## src/rtl/cnu_pkg.sv

```systemverilog
package cnu_pkg;
  typedef enum logic {
    ST_IDLE = 1'b0,
    ST_RUN  = 1'b1
  } cnu_state_e;
endpackage

```

## src/rtl/cnu_cfg_sel.sv

```systemverilog
// Maps (outgoing edge, assignment index) to a per-input cost select and an include mask.
module cnu_cfg_sel #(
  parameter int DEG  = 6,
  parameter int EW   = 3,
  parameter int CFGW = 5
) (
  input  logic [EW-1:0]   edge_i,
  input  logic [CFGW-1:0] cfg_i,
  output logic [DEG-1:0]  sel_o,
  output logic [DEG-1:0]  use_o
);
  for (genvar g = 0; g < DEG; g++) begin : g_in
    localparam logic [EW-1:0] GI = EW'(g);
    logic lo_bit, hi_bit;
    if (g < CFGW) begin : g_lo
      assign lo_bit = cfg_i[g];
    end else begin : g_lo_none
      assign lo_bit = 1'b0;
    end
    if (g > 0) begin : g_hi
      assign hi_bit = cfg_i[g-1];
    end else begin : g_hi_none
      assign hi_bit = 1'b0;
    end
    assign use_o[g] = (edge_i != GI);
    assign sel_o[g] = (GI < edge_i) ? lo_bit : hi_bit;
  end

  always_comb begin
    if (edge_i < EW'(DEG))
      AST_ONE_EXCLUDED: assert ($countones(use_o) == DEG - 1);
  end
endmodule

```

## src/rtl/cnu_max_sel.sv

```systemverilog
// Largest selected cost over the included inputs.
module cnu_max_sel #(
  parameter int DEG = 6,
  parameter int W   = 6
) (
  input  logic [DEG*W-1:0] c0_i,
  input  logic [DEG*W-1:0] c1_i,
  input  logic [DEG-1:0]   sel_i,
  input  logic [DEG-1:0]   use_i,
  output logic [W-1:0]     max_o
);
  logic [W-1:0] pick [DEG];

  for (genvar g = 0; g < DEG; g++) begin : g_pick
    assign pick[g] = !use_i[g] ? '0 :
                     (sel_i[g] ? c1_i[g*W +: W] : c0_i[g*W +: W]);
  end

  always_comb begin
    max_o = '0;
    for (int i = 0; i < DEG; i++) begin
      if (pick[i] > max_o) max_o = pick[i];
    end
  end
endmodule

```

## src/rtl/cnu_min_acc.sv

```systemverilog
// Running minima for even and odd parity across one sweep.
module cnu_min_acc #(
  parameter int W = 6
) (
  input  logic         clk_i,
  input  logic         rst_ni,
  input  logic         en_i,
  input  logic         clr_i,
  input  logic         odd_i,
  input  logic [W-1:0] val_i,
  output logic [W-1:0] nxt_even_o,
  output logic [W-1:0] nxt_odd_o
);
  logic [W-1:0] acc_even_q, acc_odd_q;
  logic [W-1:0] base_even, base_odd;

  always_comb begin
    base_even  = clr_i ? '1 : acc_even_q;
    base_odd   = clr_i ? '1 : acc_odd_q;
    nxt_even_o = base_even;
    nxt_odd_o  = base_odd;
    if (!odd_i && val_i < base_even) nxt_even_o = val_i;
    if (odd_i && val_i < base_odd)   nxt_odd_o  = val_i;
  end

  always_ff @(posedge clk_i or negedge rst_ni) begin
    if (!rst_ni) begin
      acc_even_q <= '1;
      acc_odd_q  <= '1;
    end else if (en_i) begin
      acc_even_q <= nxt_even_o;
      acc_odd_q  <= nxt_odd_o;
    end
  end

  AST_MIN_NONINC: assert property (@(posedge clk_i) disable iff (!rst_ni)
    (en_i && !clr_i) |-> (nxt_even_o <= acc_even_q && nxt_odd_o <= acc_odd_q));
endmodule

```

## src/rtl/cnu_minmax_top.sv

```systemverilog
module cnu_minmax_top #(
  parameter int DEG    = 6,
  parameter int COST_W = 6
) (
  input  logic                  clk_i,
  input  logic                  rst_ni,
  input  logic                  start_i,
  input  logic [DEG*COST_W-1:0] msg_c0_i,
  input  logic [DEG*COST_W-1:0] msg_c1_i,
  output logic                  busy_o,
  output logic                  out_valid_o,
  output logic [$clog2(DEG)-1:0] out_edge_o,
  output logic [COST_W-1:0]     out_cost0_o,
  output logic [COST_W-1:0]     out_cost1_o,
  output logic                  done_o
);
  import cnu_pkg::*;

  localparam int EW   = $clog2(DEG);
  localparam int CFGW = DEG - 1;
  localparam logic [EW-1:0] LAST_EDGE = EW'(DEG - 1);

  cnu_state_e          state_q;
  logic [EW-1:0]       edge_q;
  logic [CFGW-1:0]     cfg_q;
  logic [DEG*COST_W-1:0] c0_q, c1_q;
  logic [DEG-1:0]      sel, use_m;
  logic [COST_W-1:0]   cfg_max, nxt_even, nxt_odd;
  logic                run, cfg_last;

  assign run      = (state_q == ST_RUN);
  assign cfg_last = (cfg_q == '1);
  assign busy_o   = run;

  cnu_cfg_sel #(.DEG(DEG), .EW(EW), .CFGW(CFGW)) u_cfg_sel (
    .edge_i (edge_q),
    .cfg_i  (cfg_q),
    .sel_o  (sel),
    .use_o  (use_m)
  );

  cnu_max_sel #(.DEG(DEG), .W(COST_W)) u_max_sel (
    .c0_i  (c0_q),
    .c1_i  (c1_q),
    .sel_i (sel),
    .use_i (use_m),
    .max_o (cfg_max)
  );

  cnu_min_acc #(.W(COST_W)) u_min_acc (
    .clk_i      (clk_i),
    .rst_ni     (rst_ni),
    .en_i       (run),
    .clr_i      (cfg_q == '0),
    .odd_i      (^cfg_q),
    .val_i      (cfg_max),
    .nxt_even_o (nxt_even),
    .nxt_odd_o  (nxt_odd)
  );

  always_ff @(posedge clk_i or negedge rst_ni) begin
    if (!rst_ni) begin
      state_q <= ST_IDLE;
      edge_q  <= '0;
      cfg_q   <= '0;
      c0_q    <= '0;
      c1_q    <= '0;
    end else begin
      case (state_q)
        ST_IDLE: if (start_i) begin
          state_q <= ST_RUN;
          edge_q  <= '0;
          cfg_q   <= '0;
          c0_q    <= msg_c0_i;
          c1_q    <= msg_c1_i;
        end
        ST_RUN: begin
          cfg_q <= cfg_q + 1'b1;
          if (cfg_last) begin
            if (edge_q == LAST_EDGE) state_q <= ST_IDLE;
            else edge_q <= edge_q + 1'b1;
          end
        end
        default: state_q <= ST_IDLE;
      endcase
    end
  end

  always_ff @(posedge clk_i or negedge rst_ni) begin
    if (!rst_ni) begin
      out_valid_o <= 1'b0;
      done_o      <= 1'b0;
      out_edge_o  <= '0;
      out_cost0_o <= '0;
      out_cost1_o <= '0;
    end else begin
      out_valid_o <= run && cfg_last;
      done_o      <= run && cfg_last && (edge_q == LAST_EDGE);
      if (run && cfg_last) begin
        out_edge_o  <= edge_q;
        out_cost0_o <= nxt_even;
        out_cost1_o <= nxt_odd;
      end
    end
  end

  AST_START_BUSY: assert property (@(posedge clk_i) disable iff (!rst_ni)
    (start_i && !busy_o) |=> busy_o);
  AST_DONE_LAST: assert property (@(posedge clk_i) disable iff (!rst_ni)
    done_o |-> (out_valid_o && out_edge_o == LAST_EDGE && !busy_o));
  AST_VALID_PULSE: assert property (@(posedge clk_i) disable iff (!rst_ni)
    out_valid_o |=> !out_valid_o);
  AST_IDLE_QUIET: assert property (@(posedge clk_i) disable iff (!rst_ni)
    !busy_o |=> !out_valid_o);
  AST_COST_HOLD: assert property (@(posedge clk_i) disable iff (!rst_ni)
    !out_valid_o |-> ($stable(out_cost0_o) && $stable(out_cost1_o)));
  AST_LATCH_HOLD: assert property (@(posedge clk_i) disable iff (!rst_ni)
    (busy_o && $past(busy_o)) |-> ($stable(c0_q) && $stable(c1_q)));
endmodule

```

## config.mk

```make
export PLATFORM = sky130hd
export DESIGN_NAME = cnu_minmax_top
export DESIGN_NICKNAME = d
export VERILOG_FILES = /design/src/rtl/cnu_pkg.sv /design/src/rtl/cnu_cfg_sel.sv /design/src/rtl/cnu_max_sel.sv /design/src/rtl/cnu_min_acc.sv /design/src/rtl/cnu_minmax_top.sv
export SDC_FILE = /design/constraint.sdc
export NUM_CORES = 1
export LEC_CHECK = 0
export BUFFER_PORTS_ARGS = -buffer_cell sky130_fd_sc_hd__buf_2
export CAP_MARGIN = 20
export CORE_MARGIN = 2
export CORE_UTILIZATION = 45
export CTS_BUF_LIST = sky130_fd_sc_hd__clkbuf_8
export CTS_CLUSTER_DIAMETER = 120
export DETAILED_ROUTE_END_ITERATION = 8
export PLACE_DENSITY = 0.72
export SLEW_MARGIN = 25
export SYNTH_ARGS = -nofsm -noshare
export SYNTH_HDL_FRONTEND = slang
export SYNTH_HIERARCHICAL = 1
export SYNTH_SLANG_ARGS = --single-unit
export TNS_END_PERCENT = 100
```

## constraint.sdc

```tcl
create_clock -name clk_i -period 16.9 [get_ports clk_i]
set_input_delay 2.535 -clock clk_i [delete_from_list [all_inputs] [get_ports clk_i]]
set_output_delay 2.535 -clock clk_i [all_outputs]
set_load 0.02 [all_outputs]
```

==> impl_results.md, run 1 <==
* Largest stage delay, worst path at 0.60 ns
* Critical path arrival at 13.18 ns
* Sink Count at 110
* Critical path required time at 17.20 ns
* Die span in x at 128 µm
* Setup WS pre-CTS at 4.46 ns
* WHS Endpoint: c1_q[21]$_DFFE_PN0P_
* Post-synth EDFFs at 0
* Post-route clock period utilization at 76.2%
* Share of the yosys chip area belonging to registers at 39.9%
* Synth warn at 6
* Dpl hpwl at 11500 µm
* Worst Hold Launch: c1_q[21]$_DFFE_PN0P_
* Area leader, netlist: dfrtp_1
* RSZ-0062 raised after global routing: false
* CTS buffer count at 9
* # DRC at 0
* Fill count at 1340
* Slew headroom at 45.4%
* Port Buffer Count at 92
* Fin util at 50.7%
* Netlist cell types at 68
* Startpoint Class: register
* Die ar. at 16400 µm²
* Post-Syn Nets at 754
* Iter 0 DRT Violations at 447
* CP max FO at 13
* Setup Crit Path Kind: reg2reg
* Nets at 833
* Reg2Reg Setup Slack at 4.02 ns
* CTS tree: yes
* Count of hold-fix buffers inserted at cts at 0
* Initial Utilization at 45.8%
* Vias at 5161
* Fin. max-slew vios at 0
* Tmin final at 12.88 ns
* Vias in the first global route at 5188
* Die height at 128 µm
* Synthesized instance count at 638
* Share of cells above drive strength 1 at 27.7%
* Flops & latches, synth at 110
* Final hold viol count at 0
* Setup Skew at 0.0185 ns
* Setup violations, final at 0
* Worst reg2reg path startpoint: edge_q[0]$_DFFE_PN0P_
* Final WL at 15000 µm
* GR Util All Layers at 18.9%
* Largest net degree at the start of global routing at 64
* Antenna violations before repair at 0
* Highest-delay cell along the critical path: a31oi_1
* Core Area at 15100 µm²
* Max Cap Violations at 0
* Area share of the largest cell type after synthesis at 35.3%
* Main synth FF type: dfrtp_1
* R2R cell count at 52
* CP endpoint kind: register
* I/O Pins at 93
* Post-CTS Setup Inserts at 0
* Clock Latency Late Sink at 0.40 ns
* Fin worst setup slack at 4.02 ns
* Peak Freq at 77.6 MHz
* Post-CTS sizing at 0
* Clock Pin Slew Worst Setup and Hold Paths at 0.12 ns
* Post-Syn Area per Cell at 10.9 µm²
* HP Class: reg2reg
* Fin Setup TNS at 0 ns
* FP Rows at 45
* Drt via density at 5.67
* Gr ovfl total at 0
* Wire length per cell at 16.5 µm
* GP Congestion at 0.994
* Status: complete, no violations
* Most used cell, CP: ha_1
* Drt first pass iters at 6
* Worst Max-Slew Pin Slew at 0.817 ns
* Antenna Nets Post-Route at 0
* Synth area leaders: dfrtp_1 35%, mux2_1 9.7%, mux2_2 8.4%
* CTS H-tree depth at 3
* First-pass GRT wire length at 24800 µm
* Synthesized cell area at 6940 µm²
* CTS Buffer Depth at 2
* Synth async-reset ratio at 100%
* Number of diodes at 0
* Syn-to-layout area delta at 10.6%
* Reg-to-Reg End: out_cost1_o[0]$_DFFE_PN0P_
* Hold depth at 1
* Root Driver: clkbuf_8
==> flip-flops by register name (all words and copies together) (netlist names), 3 cells and up <==
signal                count
u_min_acc/acc_even_q      6
edge_q                    3
c1_q                     36
u_min_acc/acc_odd_q       6
c0_q                     36
cfg_q                     5
out_cost0_o               6
out_cost1_o               6
out_edge_o                3
==> worst max-delay path by stage <==
stage / cells past startpoint / slack (ns) / end / start
floorplan: 56 / 6.14 / out_cost1_o[1]$_DFFE_PN0P_ / edge_q[2]$_DFFE_PN0P_
global placement: 52 / 5.13 / out_cost1_o[0]$_DFFE_PN0P_ / edge_q[0]$_DFFE_PN0P_
detailed placement: 52 / 4.46 / out_cost1_o[0]$_DFFE_PN0P_ / edge_q[0]$_DFFE_PN0P_
CTS: 52 / 4.39 / out_cost1_o[3]$_DFFE_PN0P_ / edge_q[0]$_DFFE_PN0P_
global route: 52 / 3.23 / out_cost1_o[3]$_DFFE_PN0P_ / edge_q[0]$_DFFE_PN0P_
finish: 52 / 4.02 / out_cost1_o[0]$_DFFE_PN0P_ / edge_q[0]$_DFFE_PN0P_
==> metrics by stage <==
stage / cell area, µm² / cells / hold WS [ns]
floorplan: 6940 / 638 / 0.450
global placement: 7470 / 894 / 0.461
detailed placement: 7470 / 894 / 0.468
CTS: 7680 / 910 / 0.492
global route: 7680 / 910 / 0.511
finish: 7680 / 910 / 0.486
==> metal layers <==
layer	vias to the layer above	global-route usage (%)	part of all wire [%]
li1	2448	-	-
met1	2514	24.8	45
met2	169	31.1	48
met3	30	4.42	5.6
met4	0	5.49	1.7
met5	-	0	0
==> worst max-delay path: cells and delay by family, from the launching register on <==
kind | cells | cell delay, ns
buffers and inverters | 4 | 0.56
multiplexers | 7 | 1.99
AND/OR/NAND/NOR | 18 | 3.64
AO/OA/AOI/OAI | 17 | 4.25
flip-flops | 1 | 0.54
adder cells (fa/ha/maj) | 6 | 1.82
==> cells in the mapped netlist, drive strengths merged, types with 8 or more instances <==
master	number
a211oi	14
a21boi	14
a21oi	25
buf	19
clkbuf	8
dfrtp	98
dfstp	12
ha	41
inv	29
mux2	114
mux2i	30
nand2	47
nand3	8
nor2	40
nor2b	27
o211ai	8
o21ai	22
==> kinds of logic (layout without fill, tap and decap cells) <==
family                   count (synthesis)  after routing  share of synthesized area, %
AO/OA/AOI/OAI                          117            117                          12.0
multiplexers                           144            144                          23.1
flip-flops                             110            110                          39.9
XOR/XNOR                                 7              7                         0.883
adder cells (fa/ha/maj)                 41             41                          7.39
AND/OR/NAND/NOR                        163            163                          12.3
buffers and inverters                   56            140                          4.40
==> placed cells by master, fill, tap and decap left out, types with 6 or more instances in the layout <==
| master | count |
|---|---|
| a21oi_1 | 25 |
| nor2_1 | 40 |
| dfstp_2 | 12 |
| a21boi_0 | 14 |
| inv_1 | 28 |
| o21ai_0 | 17 |
| a211oi_1 | 9 |
| ha_1 | 41 |
| nor2b_1 | 26 |
| mux2i_1 | 29 |
| nand2_1 | 46 |
| mux2_2 | 52 |
| dfrtp_1 | 97 |
| buf_2 | 91 |
| mux2_1 | 60 |
| nand3_1 | 7 |
| clkbuf_8 | 9 |
| o211ai_1 | 7 |
| and3_1 | 6 |
==> final cells by class <==
cell class,count,area (µm²),area share (%)
multi-input combinational,472,3870,50.5
tap,188,235,3.06
clock inverter,7,81.3,1.06
inverter,29,109,1.42
timing repair buffer,95,485,6.32
clock buffer,9,124,1.61
sequential,110,2770,36.1
Power of run 1 is not shown: default switching activity piles up to over one toggle a cycle in this logic, so the estimate is an artifact.
==> run 2: changes to the inputs <==
Settings changed: ABC_AREA set to 1.
Clock period 16.9 ns to 13.5 ns, I/O delays scaled along.
==> impl_results.md, run 2 <==
* Final WL at 17000 µm (+13%)
* Share of the yosys chip area belonging to registers at 37.6% (-2.3 points)
* Die height at 132 µm (+2.9%)
* Gr ovfl total at 0 (unchanged)
* Hold depth at 2 (+1)
* Critical path arrival at 8.83 ns (-4.35 ns)
* Die span in x at 132 µm (+2.9%)
* Setup Crit Path Kind: reg2reg
* Critical path required time at 13.79 ns (-3.41 ns)
* Area share of the largest cell type after synthesis at 33.3% (-2.0 points)
* Synth async-reset ratio at 100% (unchanged)
* Max Cap Violations at 0 (unchanged)
* CTS tree: yes
* Nets at 1156 (+39%)
* Post-Syn Area per Cell at 7.63 µm² (-30%)
* Post-synthesis mux area share at 0% (-23 points)
* Flops & latches, synth at 110 (unchanged)
* Post-route clock period utilization at 63.2% (-13 points)
* Status: complete, no violations
* FP Rows at 46 (+2.2%)
* Synth warn at 6 (unchanged)
* I/O Pins at 93 (unchanged)
* Worst Hold Launch: u_min_acc/acc_odd_q[2]$_DFFE_PN1P_
* Setup Skew at 0.0173 ns (-0.00117 ns)
* Fin. max-slew vios at 0 (unchanged)
* Area leader, netlist: dfrtp_1
* CP Depth at 53 (+1.9%)
* Largest net degree at the start of global routing at 79 (+23%)
* First-pass GRT wire length at 29300 µm (+18%)
* Top flop regs: c0_q: 36 flops, c1_q: 36 flops
* Critical path buffers and inverters at 8 (+4)
* HP Class: reg2reg
* WHS Endpoint: u_min_acc/acc_odd_q[2]$_DFFE_PN1P_
* RSZ-0062 raised after global routing: false
* Most common cell after layout, fill and taps aside: nand2_1
* Post-synthesis simple-gate area fraction at 41.6% (+29 points)
* CTS H-tree depth at 3 (unchanged)
* Reg-to-Reg End: out_cost1_o[0]$_DFFE_PN0P_
* Post-CTS sizing at 0 (unchanged)
* Die ar. at 17400 µm² (+6.0%)
* Wire length per cell at 13.5 µm (-18%)
* Xor/xnor cell area share of the yosys netlist at 0.119% (-0.76 points)
* Post-synth top cells: 296 x nand2_1, 140 x nand3_1, 98 x dfrtp_1, 96 x nor2_1, 68 x inv_1
* Synthesized instance count at 966 (+51%)
* GP Congestion at 0.911 (-8.3%)
* Post-CTS Setup Inserts at 0 (unchanged)
* Count of hold-fix buffers inserted at cts at 0 (unchanged)
* Most frequent cell after synthesis: nand2_1
* CP endpoint kind: register
* Largest family of logic cells by synthesized area: simple AND/OR/NAND/NOR gates
* Vias in the first global route at 6109 (+18%)
* Post-Syn Nets at 1082 (+44%)
* Initial Utilization at 46.2% (+0.39 points)
* Worst Max-Slew Pin Slew at 0.902 ns (+0.0847 ns)
* Slew headroom at 39.9% (-5.5 points)
* GR Util All Layers at 20.5% (+1.6 points)
* Clock Pin Slew Worst Setup and Hold Paths at 0.10 ns (-0.02 ns)
* Largest stage delay, worst path at 0.56 ns (-0.04 ns)
* R2R cell count at 53 (+1.9%)
* Synthesized cell area at 7370 µm² (+6.1%)
* Drt first pass iters at 5 (-1)
* Post-synth EDFFs at 0 (unchanged)
* Share of cells above drive strength 1 at 20.9% (-6.8 points)
* Root Driver: clkbuf_8
* Cell Count, Final, Fillers Out at 1261 (+39%)
* Iter 0 DRT Violations at 356 (-20%)
* Main synth FF type: dfrtp_1
* Final hold viol count at 0 (unchanged)
* Core Area at 15900 µm² (+5.3%)
* Netlist cell types at 42 (-38%)
* Most used cell, CP: nand2_1
* # DRC at 0 (unchanged)
* Compound-gate portion of the synthesized area at 4.60% (-7.4 points)
* Post-Synth Adder-Cell Area at 6.96% (-0.43 points)
* Highest-delay cell along the critical path: dfrtp_1
* Vias at 6336 (+23%)
* Fin Setup TNS at 0 ns (unchanged)
* Syn-to-layout area delta at 7.52%
* Clock Latency Late Sink at 0.40 ns (about the same)
* Number of diodes at 0 (unchanged)
* Tmin final at 8.53 ns (-4.35 ns)
* Dpl hpwl at 12600 µm (+10%)
* Commonest cells after routing, fill and taps aside: 296 x nand2_1, 140 x nand3_1, 98 x dfrtp_1, 96 x nor2_1, 91 x buf_2
* Antenna violations before repair at 0 (unchanged)
* Reg2Reg Setup Slack at 4.97 ns (+0.95 ns)
* Worst reg2reg path startpoint: edge_q[0]$_DFFE_PN0P_
* Delay-heaviest family, CP: simple AND/OR/NAND/NOR gates
* Placed Cells at 1245 (+39%)
* CTS Buffer Depth at 2 (unchanged)
* Startpoint Class: register
* Sink Count at 110 (unchanged)
* Antenna Nets Post-Route at 0 (unchanged)
* CP max FO at 12 (-1)
* Setup violations, final at 0 (unchanged)
* Port Buffer Count at 92 (unchanged)
* Synth area leaders: dfrtp_1 33%, nand2_1 15%, nand3_1 9.5%
* CTS buffer count at 9 (unchanged)
* Peak Freq at 117 MHz (+51%)
* Drt via density at 5.02 (-11%)
==> run 2: cell count changes in the layout (fill, tap and decap cells not counted), moves of 21 or more <==
cell	delta
nand2_1	+250
nand3_1	+133
mux2_1	-60
nor2_1	+56
mux2_2	-52
nand2_2	+44
inv_1	+41
mux2i_1	-29
nor2b_1	-26
a21oi_1	-21
o21ai_0	+21
==> run 2: final cells by class <==
cell class	instances	area, µm²
Tap cell	216	270
Timing Repair Buffer	96	493
Clock buffer	9	124
Multi-Input combinational cell	745	3930
Fill cell	1608	8020
Inverter	78	300
Sequential cell	110	2770
Clock inverter	7	41.3
==> run 2: per-layer routing <==
metal | GRT usage (%) | wire length, µm
met1 | 26.6 | 7860
met2 | 34.9 | 8240
met3 | 4.50 | 644
met4 | 5.01 | 259
met5 | 0 | 0
==> run 2: how the worst max path moves through the flow <==
stage | from | end | slack [ns]
after floorplan | edge_q[0]$_DFFE_PN0P_ | out_cost1_o[0]$_DFFE_PN0P_ | 5.82
after global placement | edge_q[0]$_DFFE_PN0P_ | out_cost1_o[5]$_DFFE_PN0P_ | 5.26
after detailed placement | edge_q[0]$_DFFE_PN0P_ | out_cost1_o[0]$_DFFE_PN0P_ | 5.01
after CTS | edge_q[0]$_DFFE_PN0P_ | out_cost1_o[0]$_DFFE_PN0P_ | 4.98
after global routing | edge_q[0]$_DFFE_PN0P_ | out_cost0_o[2]$_DFFE_PN0P_ | 4.10
final | edge_q[0]$_DFFE_PN0P_ | out_cost1_o[0]$_DFFE_PN0P_ | 4.97
==> run 2: cells by family (layout without fill, tap and decap cells) <==
group                    after synthesis  after routing
buffers and inverters                111            190
AND/OR/NAND/NOR                      645            645
XOR/XNOR                               1              1
adder cells (fa/ha/maj)               41             41
flip-flops                           110            110
AO/OA/AOI/OAI                         58             58
==> run 2: per-stage QoR <==
stage | worst slack, ns | cell area, µm² | util (%) | hold slack [ns]
6_report | 4.97 | 7920 | 49.7 | 0.472
5_1_grt | 4.10 | 7920 | 49.7 | 0.486
4_1_cts | 4.98 | 7920 | 49.7 | 0.474
3_5_place_dp | 5.01 | 7760 | 48.7 | 0.455
3_3_place_gp | 5.26 | 7760 | 48.7 | 0.450
2_1_floorplan | 5.82 | 7370 | - | 0.437
==> run 2: worst min-delay path, stage by stage (launching register included) <==
cell	delay [ns]
dfstp_2	0.38
nand2_1	0.05
nand2_1	0.05
Power of run 2 is left out for the same reason.
==> run 3: changes to the inputs <==
Clock period 13.5 ns to 8.9 ns, I/O delays scaled along.
==> impl_results.md, run 3 (synthesized netlist as in run 2, its figures left out) <==
* Highest-delay cell along the critical path: dfrtp_2
* Critical path arrival at 8.31 ns (-0.52 ns)
* Fin Setup TNS at 0 ns (unchanged)
* CTS tree: yes
* Status: complete, no violations
* CTS buffer count at 9 (unchanged)
* Most common cell after layout, fill and taps aside: nand2_1
* HP Class: reg2reg
* Startpoint Class: register
* Nets at 1157 (+0.087%)
* Dpl hpwl at 12700 µm (+0.26%)
* WHS Endpoint: u_min_acc/acc_odd_q[4]$_DFFE_PN1P_
* Drt via density at 5.00 (-0.47%)
* Iter 0 DRT Violations at 390 (+9.6%)
* GR Util All Layers at 20.2% (-0.27 points)
* Setup Crit Path Kind: reg2reg
* Gr ovfl total at 0 (unchanged)
* CTS H-tree depth at 3 (unchanged)
* Setup violations, final at 0 (unchanged)
* Wire length per cell at 13.5 µm (-0.13%)
* Worst setup startpoint: edge_q[0]$_DFFE_PN0P_
* # DRC at 0 (unchanged)
* Hold depth at 2 (unchanged)
* Critical path required time at 9.24 ns (-4.55 ns)
* FP Rows at 46 (unchanged)
* Cell Count, Final, Fillers Out at 1262 (+0.079%)
* Clock Pin Slew Worst Setup and Hold Paths at 0.10 ns (about the same)
* Share of cells above drive strength 1 at 21.8% (+0.94 points)
* I/O Pins at 93 (unchanged)
* Worst hold slack at 0.475 ns (+0.00315 ns)
* Peak Freq at 125 MHz (+7.1%)
* Tmin final at 7.97 ns (-0.563 ns)
* Die ar. at 17400 µm² (unchanged)
* Syn-to-layout area delta at 8.68%
* CP endpoint kind: register
* Sink Count at 110 (unchanged)
* Core Area at 15900 µm² (unchanged)
* Initial Utilization at 46.2% (unchanged)
* Placed Cells at 1246 (+0.080%)
* Count of hold-fix buffers inserted at cts at 0 (unchanged)
* Root Driver: clkbuf_8
* Top flop regs: c0_q: 36 flops, c1_q: 36 flops
* Fin. max-slew vios at 0 (unchanged)
* Commonest cells after routing, fill and taps aside: 294 x nand2_1, 140 x nand3_1, 96 x nor2_1, 96 x dfrtp_1, 91 x buf_2
* Largest stage delay, worst path at 0.48 ns (-0.08 ns)
* Number of diodes at 0 (unchanged)
* CTS Buffer Depth at 2 (unchanged)
* Setup Skew at 0.0113 ns (-0.00603 ns)
* Reg2Reg Setup Slack at 0.93 ns (-4.04 ns)
* Worst Hold Launch: u_min_acc/acc_odd_q[4]$_DFFE_PN1P_
* Clock Latency Late Sink at 0.39 ns (about the same)
* Final hold viol count at 0 (unchanged)
* Slew headroom at 39.8% (about the same)
* Antenna violations before repair at 0 (unchanged)
* Largest net degree at the start of global routing at 79 (unchanged)
* R2R cell count at 54 (+1.9%)
* RSZ-0062 raised after global routing: false
* Vias at 6311 (-0.39%)
* CP max FO at 12 (unchanged)
* First-pass GRT wire length at 28900 µm (-1.5%)
* GP Congestion at 0.908 (-0.40%)
* Worst Max-Slew Pin Slew at 0.902 ns (+0.000232 ns)
* Post-route clock period utilization at 89.6% (+26 points)
* Drt first pass iters at 5 (unchanged)
* Most used cell, CP: nand2_1
* Antenna Nets Post-Route at 0 (unchanged)
* Die span in x at 132 µm (unchanged)
* Die height at 132 µm (unchanged)
* Max Cap Violations at 0 (unchanged)
* Reg-to-Reg End: out_cost1_o[5]$_DFFE_PN0P_
* Worst reg2reg path startpoint: edge_q[0]$_DFFE_PN0P_
* Vias in the first global route at 6163 (+0.88%)
* Final WL at 17000 µm (about the same)
* Port Buffer Count at 92 (unchanged)
==> run 3: critical path: cells and delay by family, from the launching register on <==
family          cells  cell delay, ns
buf+inv             8            0.70
simple gates       30            3.02
compound gates     10            1.82
flops               1            0.48
fa+ha+maj           6            1.85
==> run 3: final cells by class <==
type | count | area [µm²]
inverters | 78 | 300
clock inverters | 6 | 68.8
multi-input cells | 745 | 3960
flip-flops and latches | 110 | 2770
well taps | 216 | 270
clock buffers | 10 | 138
repair buffers | 97 | 500
fillers | 1602 | 7940
==> run 3: worst max-delay path by stage <==
stage | cells past startpoint | endpoint
after floorplan | 57 | out_cost1_o[0]$_DFFE_PN0P_
after detailed placement | 55 | out_cost1_o[5]$_DFFE_PN0P_
after global routing | 56 | out_cost1_o[3]$_DFFE_PN0P_
after global placement | 55 | out_cost1_o[5]$_DFFE_PN0P_
after CTS | 55 | out_cost1_o[5]$_DFFE_PN0P_
final | 54 | out_cost1_o[5]$_DFFE_PN0P_
==> run 3: repair_timing <==
| action | in CTS | in global routing |
|---|---|---|
| setup buffers | 0 | 0 |
| resized for setup | 0 | 12 |
| endpoints found under the hold margin | 0 | 0 |
| endpoints found under the setup margin | 0 | 24 |
==> run 3: stage by stage <==
step	util, %	setup slack (ns)	instance area (µm²)
2_1_floorplan	-	1.22	7370
3_3_place_gp	48.7	0.672	7760
3_5_place_dp	48.7	0.396	7760
4_1_cts	50.0	0.366	7970
5_1_grt	50.2	0.0246	8010
6_report	50.2	0.930	8010
==> run 3: per-layer routing <==
metal	vias up	global-route usage, %	share of wire, %	routed length, µm
met3	27	3.15	3.5	590
met5	-	0	0	0
li1	3234	-	-	-
met1	2923	26.1	47	7930
met4	0	6.64	2.1	357
met2	127	34.7	48	8110
Power of run 3 is left out for the same reason.
